## src/rtl/nic_pkg.sv

```systemverilog
`timescale 1ns/1ps
package nic_pkg;
  localparam int unsigned LVL_W     = 4;
  localparam int unsigned CTRL_W    = 8;
  localparam int unsigned BIT_PEND  = 7;
  localparam int unsigned BIT_EN    = 6;
  localparam int unsigned BIT_ROUTE = 5;

  typedef logic [LVL_W-1:0] lvl_t;

  typedef struct packed {
    logic pend;
    logic en;
    logic route;
    lvl_t lvl;
  } src_ctrl_t;

  function automatic logic [CTRL_W-1:0] ctrl_to_bits(src_ctrl_t c);
    return {c.pend, c.en, c.route, 1'b0, c.lvl};
  endfunction
endpackage

```

## src/rtl/nic_src_regs.sv

```systemverilog
`timescale 1ns/1ps
module nic_src_regs
  import nic_pkg::*;
#(
  parameter int unsigned NUM_SRC = 16,
  parameter int unsigned SRC_W   = $clog2(NUM_SRC)
) (
  input  logic                          clk_i,
  input  logic                          rst_ni,
  input  logic [NUM_SRC-1:0]            evt_i,
  input  logic [NUM_SRC-1:0]            clr_i,
  input  logic                          we_i,
  input  logic [SRC_W-1:0]              addr_i,
  input  logic [CTRL_W-1:0]             wdata_i,
  output src_ctrl_t [NUM_SRC-1:0]       ctrl_o,
  output logic [CTRL_W-1:0]             rdata_o
);

  for (genvar g = 0; g < NUM_SRC; g++) begin : g_src
    src_ctrl_t q;
    logic      sel;

    assign sel       = we_i && (addr_i == SRC_W'(g));
    assign ctrl_o[g] = q;

    always_ff @(posedge clk_i or negedge rst_ni) begin
      if (!rst_ni) begin
        q <= '0;
      end else if (sel) begin
        q.pend  <= wdata_i[BIT_PEND] | evt_i[g];
        q.en    <= wdata_i[BIT_EN];
        q.route <= wdata_i[BIT_ROUTE];
        q.lvl   <= wdata_i[LVL_W-1:0];
      end else begin
        // a new event beats a same-cycle clear
        q.pend <= (q.pend & ~clr_i[g]) | evt_i[g];
      end
    end

    a_r3_pend_held: assert property (@(posedge clk_i) disable iff (!rst_ni)
      q.pend && !clr_i[g] && !sel |=> q.pend);
    a_r3_evt_sets: assert property (@(posedge clk_i) disable iff (!rst_ni)
      evt_i[g] |=> q.pend);
  end

  always_comb begin
    rdata_o = '0;
    if (32'(addr_i) < NUM_SRC) rdata_o = ctrl_to_bits(ctrl_o[addr_i]);
  end

endmodule

```

## src/rtl/nic_arbiter.sv

```systemverilog
`timescale 1ns/1ps
module nic_arbiter
  import nic_pkg::*;
#(
  parameter int unsigned NUM_SRC = 16,
  parameter int unsigned SRC_W   = $clog2(NUM_SRC)
) (
  input  src_ctrl_t [NUM_SRC-1:0] ctrl_i,
  output logic                    cpu_valid_o,
  output logic [SRC_W-1:0]        cpu_idx_o,
  output lvl_t                    cpu_lvl_o,
  output logic [NUM_SRC-1:0]      cpu_gnt_o,
  output logic                    xfer_valid_o,
  output logic [SRC_W-1:0]        xfer_idx_o,
  output logic [NUM_SRC-1:0]      xfer_gnt_o
);

  logic [NUM_SRC-1:0] cpu_elig, xfer_elig;

  for (genvar g = 0; g < NUM_SRC; g++) begin : g_elig
    assign cpu_elig[g]  = ctrl_i[g].pend && ctrl_i[g].en && !ctrl_i[g].route &&
                          (ctrl_i[g].lvl != '0);
    assign xfer_elig[g] = ctrl_i[g].pend && ctrl_i[g].en && ctrl_i[g].route;
  end

  // strict compare keeps the lower index on equal levels
  always_comb begin
    logic             v;
    logic [SRC_W-1:0] idx;
    lvl_t             best;
    v    = 1'b0;
    idx  = '0;
    best = '0;
    for (int i = 0; i < NUM_SRC; i++) begin
      if (cpu_elig[i] && (!v || ctrl_i[i].lvl > best)) begin
        v    = 1'b1;
        idx  = SRC_W'(i);
        best = ctrl_i[i].lvl;
      end
    end
    cpu_valid_o = v;
    cpu_idx_o   = idx;
    cpu_lvl_o   = best;
  end

  always_comb begin
    logic             v;
    logic [SRC_W-1:0] idx;
    v   = 1'b0;
    idx = '0;
    for (int i = NUM_SRC - 1; i >= 0; i--) begin
      if (xfer_elig[i]) begin
        v   = 1'b1;
        idx = SRC_W'(i);
      end
    end
    xfer_valid_o = v;
    xfer_idx_o   = idx;
  end

  for (genvar g = 0; g < NUM_SRC; g++) begin : g_gnt
    assign cpu_gnt_o[g]  = cpu_valid_o && (cpu_idx_o == SRC_W'(g));
    assign xfer_gnt_o[g] = xfer_valid_o && (xfer_idx_o == SRC_W'(g));
  end

endmodule

```

## src/rtl/nic_lvl_stack.sv

```systemverilog
`timescale 1ns/1ps
module nic_lvl_stack
  import nic_pkg::*;
#(
  parameter int unsigned DEPTH = 16
) (
  input  logic clk_i,
  input  logic rst_ni,
  input  logic push_i,
  input  lvl_t push_lvl_i,
  input  logic pop_i,
  output lvl_t top_o,
  output logic empty_o,
  output logic full_o
);

  localparam int unsigned SP_W  = $clog2(DEPTH + 1);
  localparam int unsigned IDX_W = (DEPTH > 1) ? $clog2(DEPTH) : 1;

  lvl_t             mem_q [DEPTH];
  logic [SP_W-1:0]  sp_q;
  logic [IDX_W-1:0] wr_idx, top_idx;

  assign empty_o = (sp_q == '0);
  assign full_o  = (sp_q == SP_W'(DEPTH));
  assign wr_idx  = IDX_W'(sp_q);
  assign top_idx = IDX_W'(sp_q - 1'b1);
  assign top_o   = empty_o ? '0 : mem_q[top_idx];

  always_ff @(posedge clk_i or negedge rst_ni) begin
    if (!rst_ni)                   sp_q <= '0;
    else if (push_i && !full_o)    sp_q <= sp_q + 1'b1;
    else if (pop_i && !empty_o)    sp_q <= sp_q - 1'b1;
  end

  always_ff @(posedge clk_i) begin
    if (push_i && !full_o) mem_q[wr_idx] <= push_lvl_i;
  end

  a_r11_no_overflow: assert property (@(posedge clk_i) disable iff (!rst_ni)
    push_i |-> !full_o);
  a_r8_pop_step: assert property (@(posedge clk_i) disable iff (!rst_ni)
    pop_i && !empty_o && !push_i |=> sp_q == SP_W'($past(sp_q) - 1'b1));

endmodule

```

## src/rtl/nested_irq_ctrl.sv

```systemverilog
`timescale 1ns/1ps
module nested_irq_ctrl
  import nic_pkg::*;
#(
  parameter int unsigned NUM_SRC   = 16,
  parameter int unsigned STK_DEPTH = 16,
  parameter int unsigned VEC_W     = 8,
  parameter int unsigned SRC_W     = $clog2(NUM_SRC)
) (
  input  logic               clk_i,
  input  logic               rst_ni,
  input  logic [NUM_SRC-1:0] evt_i,
  input  logic               reg_we_i,
  input  logic [SRC_W-1:0]   reg_addr_i,
  input  logic [7:0]         reg_wdata_i,
  output logic [7:0]         reg_rdata_o,
  input  logic               trap_i,
  input  logic [VEC_W-1:0]   trap_vec_i,
  output logic               irq_req_o,
  output logic [VEC_W-1:0]   irq_vec_o,
  output logic [3:0]         irq_lvl_o,
  input  logic               irq_ack_i,
  input  logic               reti_i,
  output logic [3:0]         cur_lvl_o,
  output logic               xfer_req_o,
  output logic [SRC_W-1:0]   xfer_src_o,
  input  logic               xfer_ack_i
);

  src_ctrl_t [NUM_SRC-1:0] ctrl;
  logic [NUM_SRC-1:0]      clr, cpu_gnt, xfer_gnt;
  logic                    cpu_valid, xfer_valid;
  logic [SRC_W-1:0]        cpu_idx;
  lvl_t                    cpu_lvl, cur_lvl_q, stk_top;
  logic                    stk_empty, stk_full;
  logic                    trap_pend_q;
  logic [VEC_W-1:0]        trap_vec_q;
  logic                    take, take_hw, take_trap, do_pop;

  nic_src_regs #(.NUM_SRC(NUM_SRC), .SRC_W(SRC_W)) i_regs (
    .clk_i   (clk_i),
    .rst_ni  (rst_ni),
    .evt_i   (evt_i),
    .clr_i   (clr),
    .we_i    (reg_we_i),
    .addr_i  (reg_addr_i),
    .wdata_i (reg_wdata_i),
    .ctrl_o  (ctrl),
    .rdata_o (reg_rdata_o)
  );

  nic_arbiter #(.NUM_SRC(NUM_SRC), .SRC_W(SRC_W)) i_arb (
    .ctrl_i       (ctrl),
    .cpu_valid_o  (cpu_valid),
    .cpu_idx_o    (cpu_idx),
    .cpu_lvl_o    (cpu_lvl),
    .cpu_gnt_o    (cpu_gnt),
    .xfer_valid_o (xfer_valid),
    .xfer_idx_o   (xfer_src_o),
    .xfer_gnt_o   (xfer_gnt)
  );

  nic_lvl_stack #(.DEPTH(STK_DEPTH)) i_stack (
    .clk_i      (clk_i),
    .rst_ni     (rst_ni),
    .push_i     (take),
    .push_lvl_i (cur_lvl_q),
    .pop_i      (do_pop),
    .top_o      (stk_top),
    .empty_o    (stk_empty),
    .full_o     (stk_full)
  );

  assign irq_req_o  = !stk_full && (trap_pend_q || (cpu_valid && cpu_lvl > cur_lvl_q));
  assign irq_vec_o  = trap_pend_q ? trap_vec_q : VEC_W'(cpu_idx);
  assign irq_lvl_o  = trap_pend_q ? cur_lvl_q : cpu_lvl;
  assign cur_lvl_o  = cur_lvl_q;
  assign xfer_req_o = xfer_valid;

  // return wins over a same-cycle acknowledge
  assign take      = irq_ack_i && irq_req_o && !reti_i;
  assign take_trap = take && trap_pend_q;
  assign take_hw   = take && !trap_pend_q;
  assign do_pop    = reti_i && !stk_empty;

  assign clr = (take_hw ? cpu_gnt : '0) | ((xfer_ack_i && xfer_valid) ? xfer_gnt : '0);

  always_ff @(posedge clk_i or negedge rst_ni) begin
    if (!rst_ni)     cur_lvl_q <= '0;
    else if (take)   cur_lvl_q <= irq_lvl_o;
    else if (do_pop) cur_lvl_q <= stk_top;
  end

  always_ff @(posedge clk_i or negedge rst_ni) begin
    if (!rst_ni) begin
      trap_pend_q <= 1'b0;
      trap_vec_q  <= '0;
    end else if (trap_i && (!trap_pend_q || take_trap)) begin
      trap_pend_q <= 1'b1;
      trap_vec_q  <= trap_vec_i;
    end else if (take_trap) begin
      trap_pend_q <= 1'b0;
    end
  end

  a_r6_level_rises: assert property (@(posedge clk_i) disable iff (!rst_ni)
    take_hw |=> cur_lvl_q > $past(cur_lvl_q));
  a_r4_no_level_zero: assert property (@(posedge clk_i) disable iff (!rst_ni)
    irq_req_o && !trap_pend_q |-> cpu_lvl != '0);
  a_r8_empty_is_base: assert property (@(posedge clk_i) disable iff (!rst_ni)
    stk_empty |-> cur_lvl_q == '0);
  a_r9_trap_keeps_lvl: assert property (@(posedge clk_i) disable iff (!rst_ni)
    take_trap |=> cur_lvl_q == $past(cur_lvl_q));
  a_r10_paths_disjoint: assert property (@(posedge clk_i) disable iff (!rst_ni)
    (cpu_gnt & xfer_gnt) == '0);
  a_r7_winner_cleared: assert property (@(posedge clk_i) disable iff (!rst_ni)
    take_hw && !evt_i[cpu_idx] && !reg_we_i |=> !ctrl[$past(cpu_idx)].pend);

endmodule

```

## config.mk

```make
export PLATFORM = sky130hd
export DESIGN_NAME = nested_irq_ctrl
export DESIGN_NICKNAME = d
export VERILOG_FILES = /design/src/rtl/nic_pkg.sv /design/src/rtl/nic_src_regs.sv /design/src/rtl/nic_arbiter.sv /design/src/rtl/nic_lvl_stack.sv /design/src/rtl/nested_irq_ctrl.sv
export SDC_FILE = /design/constraint.sdc
export NUM_CORES = 1
export LEC_CHECK = 0
export ABC_AREA = 1
export CELL_PAD_IN_SITES_DETAIL_PLACEMENT = 1
export CELL_PAD_IN_SITES_GLOBAL_PLACEMENT = 1
export CORE_MARGIN = 4
export CORE_UTILIZATION = 49
export DETAILED_ROUTE_END_ITERATION = 7
export PLACE_DENSITY_LB_ADDON = 0.1
export SLEW_MARGIN = 20
export SYNTH_ARGS = -nofsm -noshare
export SYNTH_HDL_FRONTEND = slang
export SYNTH_SLANG_ARGS = --single-unit
```

## constraint.sdc

```tcl
create_clock -name clk_i -period 45.3 [get_ports clk_i]
set_input_delay 9.06 -clock clk_i [delete_from_list [all_inputs] [get_ports clk_i]]
set_output_delay 9.06 -clock clk_i [all_outputs]
set_load 0.02 [all_outputs]
```

======== Word-level counts from Yosys, hierarchy flattened ========
Memories as Yosys holds them, arrays and structs flattened.
Cells that the tools add are included.
word-level totals
  flip-flop bits (word level) ............. 130
  memory bits (writable) .................. 64
  bits of input ports ..................... 43
  output and inout bits ................... 30
  logic and storage cells ................. 522
  memories ................................ 1
cells by class
  $add $sub $neg .......................... 2
  $lt $le $gt $ge ......................... 17
  equal/unequal tests ..................... 46
  mux-type cells .......................... 110
  bitwise logic cells ..................... 65
  reductions and logical operators ........ 213
memory list
  name           depth  bits a word  rd ports  clocked after memory_dff  write ports  RTL line             source
  i_stack.mem_q  16     4            1         0                         1            nic_lvl_stack.sv:20  lvl_t mem_q [DEPTH];
operators with widths
  operator                                                               count
  4-bit two-way mux                                                      44
  1-bit logical AND                                                      138
  4-bit equality test, second input constant                             24
  4-bit greater-than comparator                                          16
  4-bit nonzero test                                                     16
  1-bit two-way mux                                                      53
  4-bit by 3-bit equality test with 1-bit output, second input constant  12
  1-bit logical NOT                                                      35
  16-bit two-way mux                                                     2
  1-bit OR                                                               32
  7-bit binary-select mux with 4-bit select                              1
  4-bit by 2-bit equality test with 1-bit output, second input constant  6
  1-bit logical OR                                                       17
  1-bit AND                                                              16
  1-bit NOT                                                              16
  16-bit OR                                                              1
  4-bit by 1-bit equality test with 1-bit output, second input constant  3
  4-bit logical NOT                                                      3
  3-bit two-way mux                                                      4
  5-bit two-way mux                                                      2
  8-bit two-way mux                                                      1
  7-bit two-way mux                                                      1
  2-bit nonzero test                                                     3
  5-bit by 1-bit adder with 5-bit output, second input constant          1
  other kinds (5)                                                        6

======== Longest topological paths before layout ========
Gate-level depths: netlist of the first run.
  word-level depth ........................ 77
  gate-level depth with buffers ........... 175
  depth with buffers taken out ............ 173

======== By module ========
A second synthesis of the first run with hierarchy kept.
unflattened totals
  cells, all modules ...................... 1927
  area total of the unflattened synthesis .. 13379.1 µm²
by module, submodules not included
  module           instances  cells an instance  area an instance (µm²)  sequential area each (µm²)
  nic_src_regs     1          758                5496.5                  2802.7
  nic_arbiter      1          695                3619.7                  0.0
  nic_lvl_stack    1          300                3121.7                  2047.0
  nested_irq_ctrl  1          174                1141.1                  325.3

======== Worst setup path before layout of the first run ========
No wires, ideal clock.
  path type ............................... reg-to-output
  start ................................... register i_regs.g_src[0].q (netlist bit i_regs.ctrl_o[6])
  end ..................................... output irq_req_o
  arrival ................................. 16.440 ns
  data required time ...................... 36.240 ns
  path slack .............................. 19.800 ns
  cell stages (with the launch flop) ...... 161
  path buffers ............................ 2
  cell sequence ........................... dfrtp_1 -> nand2_1 -> nor2_2 -> nand2_2 -> nor2_1 -> inv_1 -> ha_1 -> nand2_1 -> inv_2 -> nand2_1 -> nand2_1 -> nand2_1 -> nand2_2 -> nand2_2 -> o21ai_0 -> ha_1 -> inv_1 -> nor2_1 -> [125 not listed] -> nand2_1 -> o21bai_1 -> nand2_1 -> o21ai_0 -> nand2_1 -> nand2_1 -> inv_1 -> nand2_1 -> and2_1 -> ha_1 -> inv_1 -> nor2_1 -> nor2_1 -> o21ai_0 -> o21ai_0 -> o21ai_0 -> o21ai_0 -> inv_1
between the ends
  longest elaborated chain between the ends .. 68
  elaborated cells on any way between the ends .. 99
  classes of those cells .................. order compare (16); mux (32); reduce/logical (51)
ends and longest elaborated chain
  element                                                                    RTL line               source
  start, declared                                                            nic_src_regs.sv:20     src_ctrl_t q;
  1-bit logical AND (*) (3 in series)                                        nic_arbiter.sv:21      assign cpu_elig[g] = ctrl_i[g].pend && ctrl_i[g].en && !ctrl_i[g].route &&
  4-bit two-way mux / 1-bit two-way mux (equally long branches)              nic_arbiter.sv:35      if (cpu_elig[i] && (!v || ctrl_i[i].lvl > best)) begin
  4-bit greater-than comparator / 1-bit logical NOT (equally long branches)  nic_arbiter.sv:35
  1-bit logical OR                                                           nic_arbiter.sv:35
  1-bit logical AND                                                          nic_arbiter.sv:35
  4-bit two-way mux / 1-bit two-way mux (equally long branches)              nic_arbiter.sv:35
  4-bit greater-than comparator / 1-bit logical NOT (equally long branches)  nic_arbiter.sv:35
  1-bit logical OR                                                           nic_arbiter.sv:35
  [50 not listed]                                                            n/a
  4-bit greater-than comparator / 1-bit logical NOT (equally long branches)  nic_arbiter.sv:35
  1-bit logical OR                                                           nic_arbiter.sv:35
  1-bit logical AND                                                          nic_arbiter.sv:35
  4-bit two-way mux                                                          nic_arbiter.sv:35
  4-bit greater-than comparator                                              nested_irq_ctrl.sv:74  assign irq_req_o = !stk_full && (trap_pend_q || (cpu_valid && cpu_lvl > cur_lvl_q));
  1-bit logical AND (*)                                                      nested_irq_ctrl.sv:74
  1-bit logical OR (*)                                                       nested_irq_ctrl.sv:74
  1-bit logical AND (*)                                                      nested_irq_ctrl.sv:74
  end, declared                                                              nested_irq_ctrl.sv:19  output logic irq_req_o,
Every way passes the cells marked *; elsewhere a longest branch is shown, timed or not.

======== Final worst setup path of the first run ========
Ends and elaborated chain as after synthesis.

==> impl_metrics.yaml, run 1 <==
outcome:
  outcome: "completed"
finish:
  layout-drive-gt1-share_pct: 7.224
  fin_area_um2: 13930
  syn_to_final_growth_pct: 12.71
  nets: 1765
critical_path:
  worst-path-buf-inv: 19
  path_max_fanout: 11
  crit_path_frequent_cell: "nand2_1"
  worst_ep_arrival_time_ns: 21.31
  cp_slowest_cell: "clkdlybuf4s50_1"
  critPathLaunchType: "flop"
  worstPathRequired_ns: 36.24
  cp_top_family: "simple AND/OR/NAND/NOR gates"
  max_stage_delay_ns: 0.60
  crit_path_end_kind: "output pin"
  critical_path_class: "reg -> out"
detailed_routing:
  drtIter0Drc: 983
  drt_wl_total_um: 43720
  vias: 12000
  drc_errors: 0
  via_per_inst: 6.001
  ant_nets: 0
  firstDrtPassIters: 6
  routedWlPerCell_um: 21.86
flow_run:
  drv_cap: 0
timing:
  maxSlewViolCount: 0
  period_minus_slack_ns: 30.37
  skew_ns: 0.009726
  fin_crit_sh_pct: 67.05
  tightest_slew_ns: 1.047
  hold_viol: 0
  max_freq_mhz: 32.92
  setup_ws_ns: 14.93
  slew_headroom_pct: 30.04
  finalSetupTns_ns: 0
  rsz0062_at_grt: "no"
  finalSetupViolations: 0
clock_tree:
  postCtsSetupBuffers: 0
  cts_inserted_buffers: 17
  clk_pin_slew_worst_paths_ns: 0.09
  ctsRootBufferMaster: "clkbuf_16"
  cts_tree: "built"
  clock_latency_ns: 0.45
  htreeDepth: 4
  hold_buffers: 0
  cts-resized-gates: 0
  cts_buffer_depth: 2
  cts.sinks: 194
global_route:
  grt_pass1_wl_um: 68840
  grt_pass1_vias: 12510
  antenna_found_initial: 1
  grt_max_degree: 67
  grt.total_usage_pct: 31.18
  overflow: 0
synthesis:
  syn_area_um2: 12360
  synthArstFlopShare_pct: 67.01
  synth_top_area_share_pct: 26.31
  synth_edf_count: 64
  synth_top_cell_by_area: "dfrtp_1"
  ys_types: 46
  avgSynthCellArea_um2: 7.674
  syn-instance-count: 1611
  synth_nets: 1714
  ys_warn_count: 0
  seq_area_frac_synth_pct: 41.86
  synth_ff_type: "dfrtp_1"
  ys_seq_elements: 194
  synth_area_leaders: "dfrtp_1 26%, edfxtp_1 16%, nand2_1 11%"
hold_path:
  hold_class: "reg -> reg"
die:
  dieArea_um2: 27840
  rows: 57
  core_area_um2: 24600
  die_w_um: 166.8
  start_util_pct: 50.25
  die_h_um: 166.8
  io_pins: 73
placement:
  placed_cell_area_um2: 13330
  hpwl_um: 32380
  dp_slack_ns: 15.47
  io_buffers: 70
  place_congestion: 0.9159
## worst min-delay path: cells and delay by family, from the launching register on
family / cells / cell delay (ns)
and+or+nand+nor: 1 / 0.05
AOI/OAI and AO/OA: 1 / 0.06
DFF: 1 / 0.36
## sequential cells by signal, summed over array words and instances (netlist names)
signal and count:
i_regs.ctrl_o 112, i_stack.mem_q 64, trap_vec_q 8, i_stack.sp_q 5, cur_lvl_o 4, trap_pend_q 1
## cells in the final DEF, fill, tap and decap left out, types with 8 or more instances in the layout
| master | netlist | routed |
|---|---|---|
| nand4_1 | 54 | 54 |
| edfxtp_1 | 64 | 64 |
| a22oi_1 | 23 | 23 |
| buf_4 | 1 | 8 |
| clkbuf_16 | 0 | 17 |
| o22ai_1 | 37 | 37 |
| dfrtp_1 | 130 | 130 |
| inv_2 | 17 | 17 |
| o21bai_1 | 22 | 22 |
| inv_1 | 217 | 217 |
| nor2_1 | 96 | 96 |
| o21ai_1 | 11 | 11 |
| mux2_2 | 8 | 8 |
| o21ai_0 | 186 | 186 |
| nand2_2 | 40 | 40 |
| nor3_1 | 10 | 10 |
| nand2_1 | 366 | 366 |
| clkdlybuf4s50_1 | 0 | 69 |
| nand2_4 | 9 | 9 |
| ha_1 | 60 | 60 |
| a21oi_1 | 59 | 59 |
| nand3_1 | 100 | 100 |
## layout make-up
type                    instances  area, um2
fillers                      3113      10670
multi-input cells            1133       6097
flip-flops and latches        194       5175
inverters                     238      893.4
repair buffers                 78      762.0
clock buffers                  17      425.4
well taps                     324      405.4
clock inverters                15      173.9
diodes                          1      2.502
## cell usage after synthesis, types with 17 or more instances
master,number
inv_2,17
dfrtp_1,130
a21oi_1,59
nand4_1,54
o21bai_1,22
nand3_1,100
a22oi_1,23
o21ai_0,186
inv_1,217
nand2_2,40
nor2_1,96
nand2_1,366
edfxtp_1,64
clkbuf_1,38
ha_1,60
o22ai_1,37
## final timing paths
path,startpoint,end,slack [ns],cells after the start
min in group asynchronous,rst_ni,trap_pend_q$_DFFE_PN0P_,8.63,1
max in group asynchronous,rst_ni,i_regs.ctrl_o[54]$_DFFE_PN0P_,35.37,2
hold / removal,i_regs.ctrl_o[77]$_DFFE_PN0P_,i_regs.ctrl_o[77]$_DFFE_PN0P_,0.50,2
hold reg to reg,i_regs.ctrl_o[77]$_DFFE_PN0P_,i_regs.ctrl_o[77]$_DFFE_PN0P_,0.50,2
setup reg to reg,i_regs.ctrl_o[6]$_DFF_PN0_,i_stack.mem_q[12][0]$_DFFE_PP_,23.37,159
setup / recovery,i_regs.ctrl_o[6]$_DFF_PN0_,irq_req_o,14.93,157
## metal layers
layer  vias to the layer above  routed length [um]  track usage, %
li1                       5520                   -               -
met2                       405               21160           52.92
met3                        88                2761           5.665
met5                         -                   0               0
met4                         0                1584           12.06
met1                      5989               18210           39.70
## stage by stage
step / hold WS (ns) / cells / utilization [%]
6_report: 0.4996 / 2000 / 56.63
5_1_grt: 0.5285 / 2000 / 56.63
4_1_cts: 0.5015 / 1999 / 56.62
3_5_place_dp: 0.4814 / 1967 / 54.19
3_3_place_gp: 0.4672 / 1967 / 54.19
2_1_floorplan: 0.4530 / 1611 / -
## cells by family after synthesis
family                   after synthesis  synth area share [%]
multiplexers                           8                0.7287
other                                  1               0.03033
buffers and inverters                284                 8.825
adder cells (fa/ha/maj)               60                 6.072
AND/OR/NAND/NOR                      692                 25.22
flip-flops                           194                 41.86
XOR/XNOR                               6                0.4251
AO/OA/AOI/OAI                        366                 16.84
Power of run 1 is left out: the tool's default activity adds up to more than one toggle a clock period on the data nets, which glitch-free logic cannot reach.
==> inputs of run 2 (changes only) <==
--- a/config.mk
+++ b/config.mk
@@ -9,7 +9,7 @@
 export CELL_PAD_IN_SITES_DETAIL_PLACEMENT = 1
 export CELL_PAD_IN_SITES_GLOBAL_PLACEMENT = 1
 export CORE_MARGIN = 4
-export CORE_UTILIZATION = 49
+export CORE_UTILIZATION = 41
 export DETAILED_ROUTE_END_ITERATION = 7
 export PLACE_DENSITY_LB_ADDON = 0.1
 export SLEW_MARGIN = 20
==> constraint.sdc (replaced) <==
create_clock -name clk_i -period 25.4 [get_ports clk_i]
set_input_delay 5.08 -clock clk_i [delete_from_list [all_inputs] [get_ports clk_i]]
set_output_delay 5.08 -clock clk_i [all_outputs]
set_load 0.02 [all_outputs]
==> impl_metrics.yaml, run 2 (synthesis results as in run 1) <==
outcome:
  outcome: "completed"
timing:
  period_minus_slack_ns: 23.79
  holdWs_ns: 0.4974
  finalSetupViolations: 0
  fin_crit_sh_pct: 93.65
  hold_viol: 0
  maxSlewViolCount: 0
  skew_ns: 0.01989
  tightest_slew_ns: 0.8653
  max_freq_mhz: 42.04
  slew_headroom_pct: 42.10
finish:
  layout_common_cells: "359 x nand2_1, 214 x inv_1, 157 x o21ai_0"
  layout_commonest_cell: "nand2_1"
  fin_cells: 2111
  antennaDiodeCount: 0
  layout-drive-gt1-share_pct: 11.45
  largest_reg_flops: 112
  fin_area_um2: 14560
  syn_to_final_growth_pct: 17.78
  nets: 1811
die:
  dieArea_um2: 33000
  rows: 63
  start_util_pct: 41.60
  core_area_um2: 29720
  die_w_um: 181.7
  io_pins: 73
  die_h_um: 181.7
placement:
  placed_cells: 2037
  io_buffers: 70
  hpwl_um: 32300
  placed_cell_area_um2: 13450
  place_congestion: 0.9275
hold_path:
  whs_path_depth: 2
  hold_class: "reg -> reg"
critical_path:
  crit_path_frequent_cell: "nand2_1"
  max_stage_delay_ns: 0.37
  critical_path_class: "reg -> out"
  reg2reg_depth: 163
  cp_slowest_cell: "dfrtp_1"
  crit_path_end_kind: "output pin"
  worst_ep_arrival_time_ns: 18.71
  worstPathRequired_ns: 20.32
  path_max_fanout: 9
  critPathLaunchType: "flop"
  regToRegSetupSlack_ns: 5.60
global_route:
  grt.total_usage_pct: 26.44
  grt_pass1_wl_um: 68370
  overflow: 0
  grt_max_degree: 77
  grt_pass1_vias: 12030
  antenna_found_initial: 0
clock_tree:
  cts.sinks: 194
  hold_buffers: 0
  ctsRootBufferMaster: "clkbuf_16"
  cts_inserted_buffers: 17
  cts_buffer_depth: 2
  clock_latency_ns: 0.46
  clk_pin_slew_worst_paths_ns: 0.09
  htreeDepth: 4
  cts_tree: "built"
detailed_routing:
  drtIter0Drc: 768
  ant_nets: 0
  drt_wl_total_um: 44230
  vias: 11880
  firstDrtPassIters: 4
  drc_errors: 0
  routedWlPerCell_um: 20.95
  via_per_inst: 5.627
flow_run:
  drv_cap: 0
[run 2: final cells by class]
cell class	count	area, um2
tap	390	488.0
clock inverter	15	220.2
fill	3687	15160
sequential	194	5175
timing repair buffer	123	1114
multi-input combinational	1134	6241
inverter	238	898.4
clock buffer	17	425.4
[run 2: per-layer routing]
| layer | vias up | share of wire [%] | track usage (%) |
|---|---|---|---|
| met5 | - | 0 | 0 |
| met4 | 0 | 2.6 | 7.235 |
| met3 | 66 | 4.9 | 3.466 |
| met2 | 302 | 47 | 43.31 |
| met1 | 5893 | 45 | 37.04 |
| li1 | 5617 | - | - |
[run 2: path summary, 6_finish.rpt]
kind / from / end
setup / recovery: i_regs.ctrl_o[6]$_DFF_PN0_ / irq_req_o
hold / removal: i_regs.ctrl_o[56]$_DFFE_PN0P_ / i_regs.ctrl_o[56]$_DFFE_PN0P_
setup reg to reg: i_regs.ctrl_o[6]$_DFF_PN0_ / i_stack.mem_q[8][3]$_DFFE_PP_
hold reg to reg: i_regs.ctrl_o[56]$_DFFE_PN0P_ / i_regs.ctrl_o[56]$_DFFE_PN0P_
max in group asynchronous: rst_ni / i_regs.ctrl_o[4]$_DFFE_PN0P_
min in group asynchronous: rst_ni / i_regs.ctrl_o[86]$_DFFE_PN0P_
[run 2: repair_timing]
item / CTS / global route
pin swaps: 1 / 43
resized for setup: 12 / 57
cloned: 0 / 1
endpoints found under the setup margin: 1 / 9
setup buffers: 0 / 41
[run 2: through the flow]
stage               utilization, %  setup WS [ns]  TNS [ns]
CTS                          47.44         0.2666         0
detailed placement           45.24      0.0006430         0
finish                       49.00          1.612         0
global route                 49.00        -0.2496   -0.3325
floorplan                        -          3.880         0
global placement             45.24         0.5442         0
[run 2: critical path, delay by kind of cell, from the launching register on]
family	cells	cell delay [ns]
AND/OR/NAND/NOR	89	7.81
AO/OA/AOI/OAI	35	4.03
adder cells (fa/ha/maj)	16	4.68
buffers and inverters	21	1.34
flip-flops	1	0.37
Power of run 2 is left out for the same reason.
==> inputs of run 3 (changes only) <==
--- a/config.mk
+++ b/config.mk
@@ -8,10 +8,11 @@
 export ABC_AREA = 1
 export CELL_PAD_IN_SITES_DETAIL_PLACEMENT = 1
 export CELL_PAD_IN_SITES_GLOBAL_PLACEMENT = 1
-export CORE_MARGIN = 4
+export CORE_MARGIN = 2
 export CORE_UTILIZATION = 41
 export DETAILED_ROUTE_END_ITERATION = 7
 export PLACE_DENSITY_LB_ADDON = 0.1
+export REMOVE_ABC_BUFFERS = 1
 export SLEW_MARGIN = 20
 export SYNTH_ARGS = -nofsm -noshare
 export SYNTH_HDL_FRONTEND = slang
==> impl_metrics.yaml, run 3 (synthesis results as in run 1) <==
timing:
  period_minus_slack_ns: 23.77
  max_freq_mhz: 42.07
  fin_crit_sh_pct: 93.58
  skew_ns: 0.01805
  hold_viol: 0
  tightest_slew_ns: 1.165
  finalSetupTns_ns: 0
  slew_headroom_pct: 22.02
  finalSetupViolations: 0
  maxSlewViolCount: 0
clock_tree:
  clk_pin_slew_worst_paths_ns: 0.09
  cts.sinks: 194
  cts_tree: "built"
  cts_inserted_buffers: 17
  clock_latency_ns: 0.46
  hold_buffers: 0
  ctsRootBufferMaster: "clkbuf_16"
  htreeDepth: 4
  cts_buffer_depth: 2
finish:
  antennaDiodeCount: 0
  syn_to_final_growth_pct: 17.08
  largest_reg_flops: 112
  nets: 1808
  layout-drive-gt1-share_pct: 11.41
  layout_commonest_cell: "nand2_1"
  fill_cells: 3697
  layout_common_cells: "363 x nand2_1, 214 x inv_1, 151 x o21ai_0"
hold_path:
  hold_start: "i_regs.ctrl_o[105]$_DFFE_PN0P_"
  whs_path_depth: 2
  min_to: "i_regs.ctrl_o[105]$_DFFE_PN0P_"
  hold_class: "reg -> reg"
detailed_routing:
  drt_wl_total_um: 43980
  ant_nets: 0
  routedWlPerCell_um: 20.86
  drc_errors: 0
  via_per_inst: 5.616
  firstDrtPassIters: 5
  vias: 11840
  drtIter0Drc: 888
critical_path:
  max_stage_delay_ns: 0.55
  timing.rr.start: "i_regs.ctrl_o[3]$_DFFE_PN0P_"
  worst_ep_arrival_time_ns: 18.69
  critical_path_class: "reg -> out"
  regToRegEndpoint: "i_stack.mem_q[12][2]$_DFFE_PP_"
  crit_path_frequent_cell: "nand2_1"
  reg2reg_depth: 164
  worstPathRequired_ns: 20.32
  crit_path_end_kind: "output pin"
  regToRegSetupSlack_ns: 5.59
  critPathLaunchType: "flop"
  path_max_fanout: 9
  cp_slowest_cell: "clkdlybuf4s50_1"
global_route:
  grt.total_usage_pct: 28.23
  grt_pass1_wl_um: 66930
  grt_pass1_vias: 11630
  grt_max_degree: 67
  antenna_found_initial: 1
  overflow: 0
placement:
  hpwl_um: 32880
  place_congestion: 0.9257
  io_buffers: 70
flow_run:
  drv_cap: 0
die:
  dieArea_um2: 31560
  io_pins: 73
  start_util_pct: 41.71
  core_area_um2: 29640
  die_w_um: 177.7
  rows: 63
  die_h_um: 177.7
outcome:
  outcome: "completed"
## run 3: worst max-delay path by stage
stage	from	end	slack (ns)	depth (start not counted)
2_1_floorplan	i_regs.ctrl_o[6]$_DFF_PN0_	irq_req_o	3.87	160
3_3_place_gp	i_regs.ctrl_o[6]$_DFF_PN0_	irq_req_o	0.36	155
3_5_place_dp	i_regs.ctrl_o[6]$_DFF_PN0_	irq_req_o	-0.14	157
4_1_cts	i_regs.ctrl_o[6]$_DFF_PN0_	irq_req_o	0.16	162
5_1_grt	i_regs.ctrl_o[6]$_DFF_PN0_	irq_req_o	-0.17	164
6_report	i_regs.ctrl_o[3]$_DFFE_PN0P_	irq_vec_o[2]	1.63	154
## run 3: worst max-delay path, delay by kind of cell, from the launching register on
family / cells / cell delay (ns)
and+or+nand+nor: 86 / 7.57
adders and majority gates: 15 / 4.45
DFF: 1 / 0.37
buffers and inverters: 21 / 1.76
AOI/OAI and AO/OA: 32 / 4.07
## run 3: routing by layer
| layer | part of all wire [%] | routed length (um) | global-route usage [%] | vias up |
|---|---|---|---|---|
| met5 | 0 | 0 | 0 | - |
| met4 | 2.0 | 875 | 7.719 | 0 |
| met3 | 4.1 | 1801 | 2.828 | 47 |
| met2 | 47 | 20500 | 44.99 | 278 |
| met1 | 47 | 20800 | 40.85 | 5898 |
| li1 | - | - | - | 5615 |
## run 3: through the flow
stage / instance area [um2] / util (%) / worst slack (ns) / instances / hold WS, ns
3_5_place_dp: 13450 / 45.36 / -0.1410 / 2037 / 0.4738
2_1_floorplan: 12170 / - / 3.868 / 1565 / 0.4530
3_3_place_gp: 13450 / 45.36 / 0.3586 / 2037 / 0.4657
4_1_cts: 14020 / 47.30 / 0.1614 / 2069 / 0.4935
6_report: 14480 / 48.84 / 1.630 / 2108 / 0.4902
5_1_grt: 14480 / 48.84 / -0.1723 / 2108 / 0.5312
## run 3: layout make-up
type                            instances  area [um2]  area share (%)
Inverter                              238       893.4           6.172
Timing Repair Buffer                  120        1075           7.425
Multi-Input combinational cell       1134        6274           43.34
Clock inverter                         13       136.4          0.9422
Clock buffer                           19       432.9           2.991
Tap cell                              390       488.0           3.371
Sequential cell                       194        5176           35.76
## run 3: timing repair
action / 4_1_cts / 5_1_grt
gates cloned: 0 / 1
buffers inserted: 0 / 38
endpoints found under the setup margin: 1 / 9
gates resized for setup: 17 / 61
pin swaps: 0 / 37
Power of run 3 is left out for the same reason.
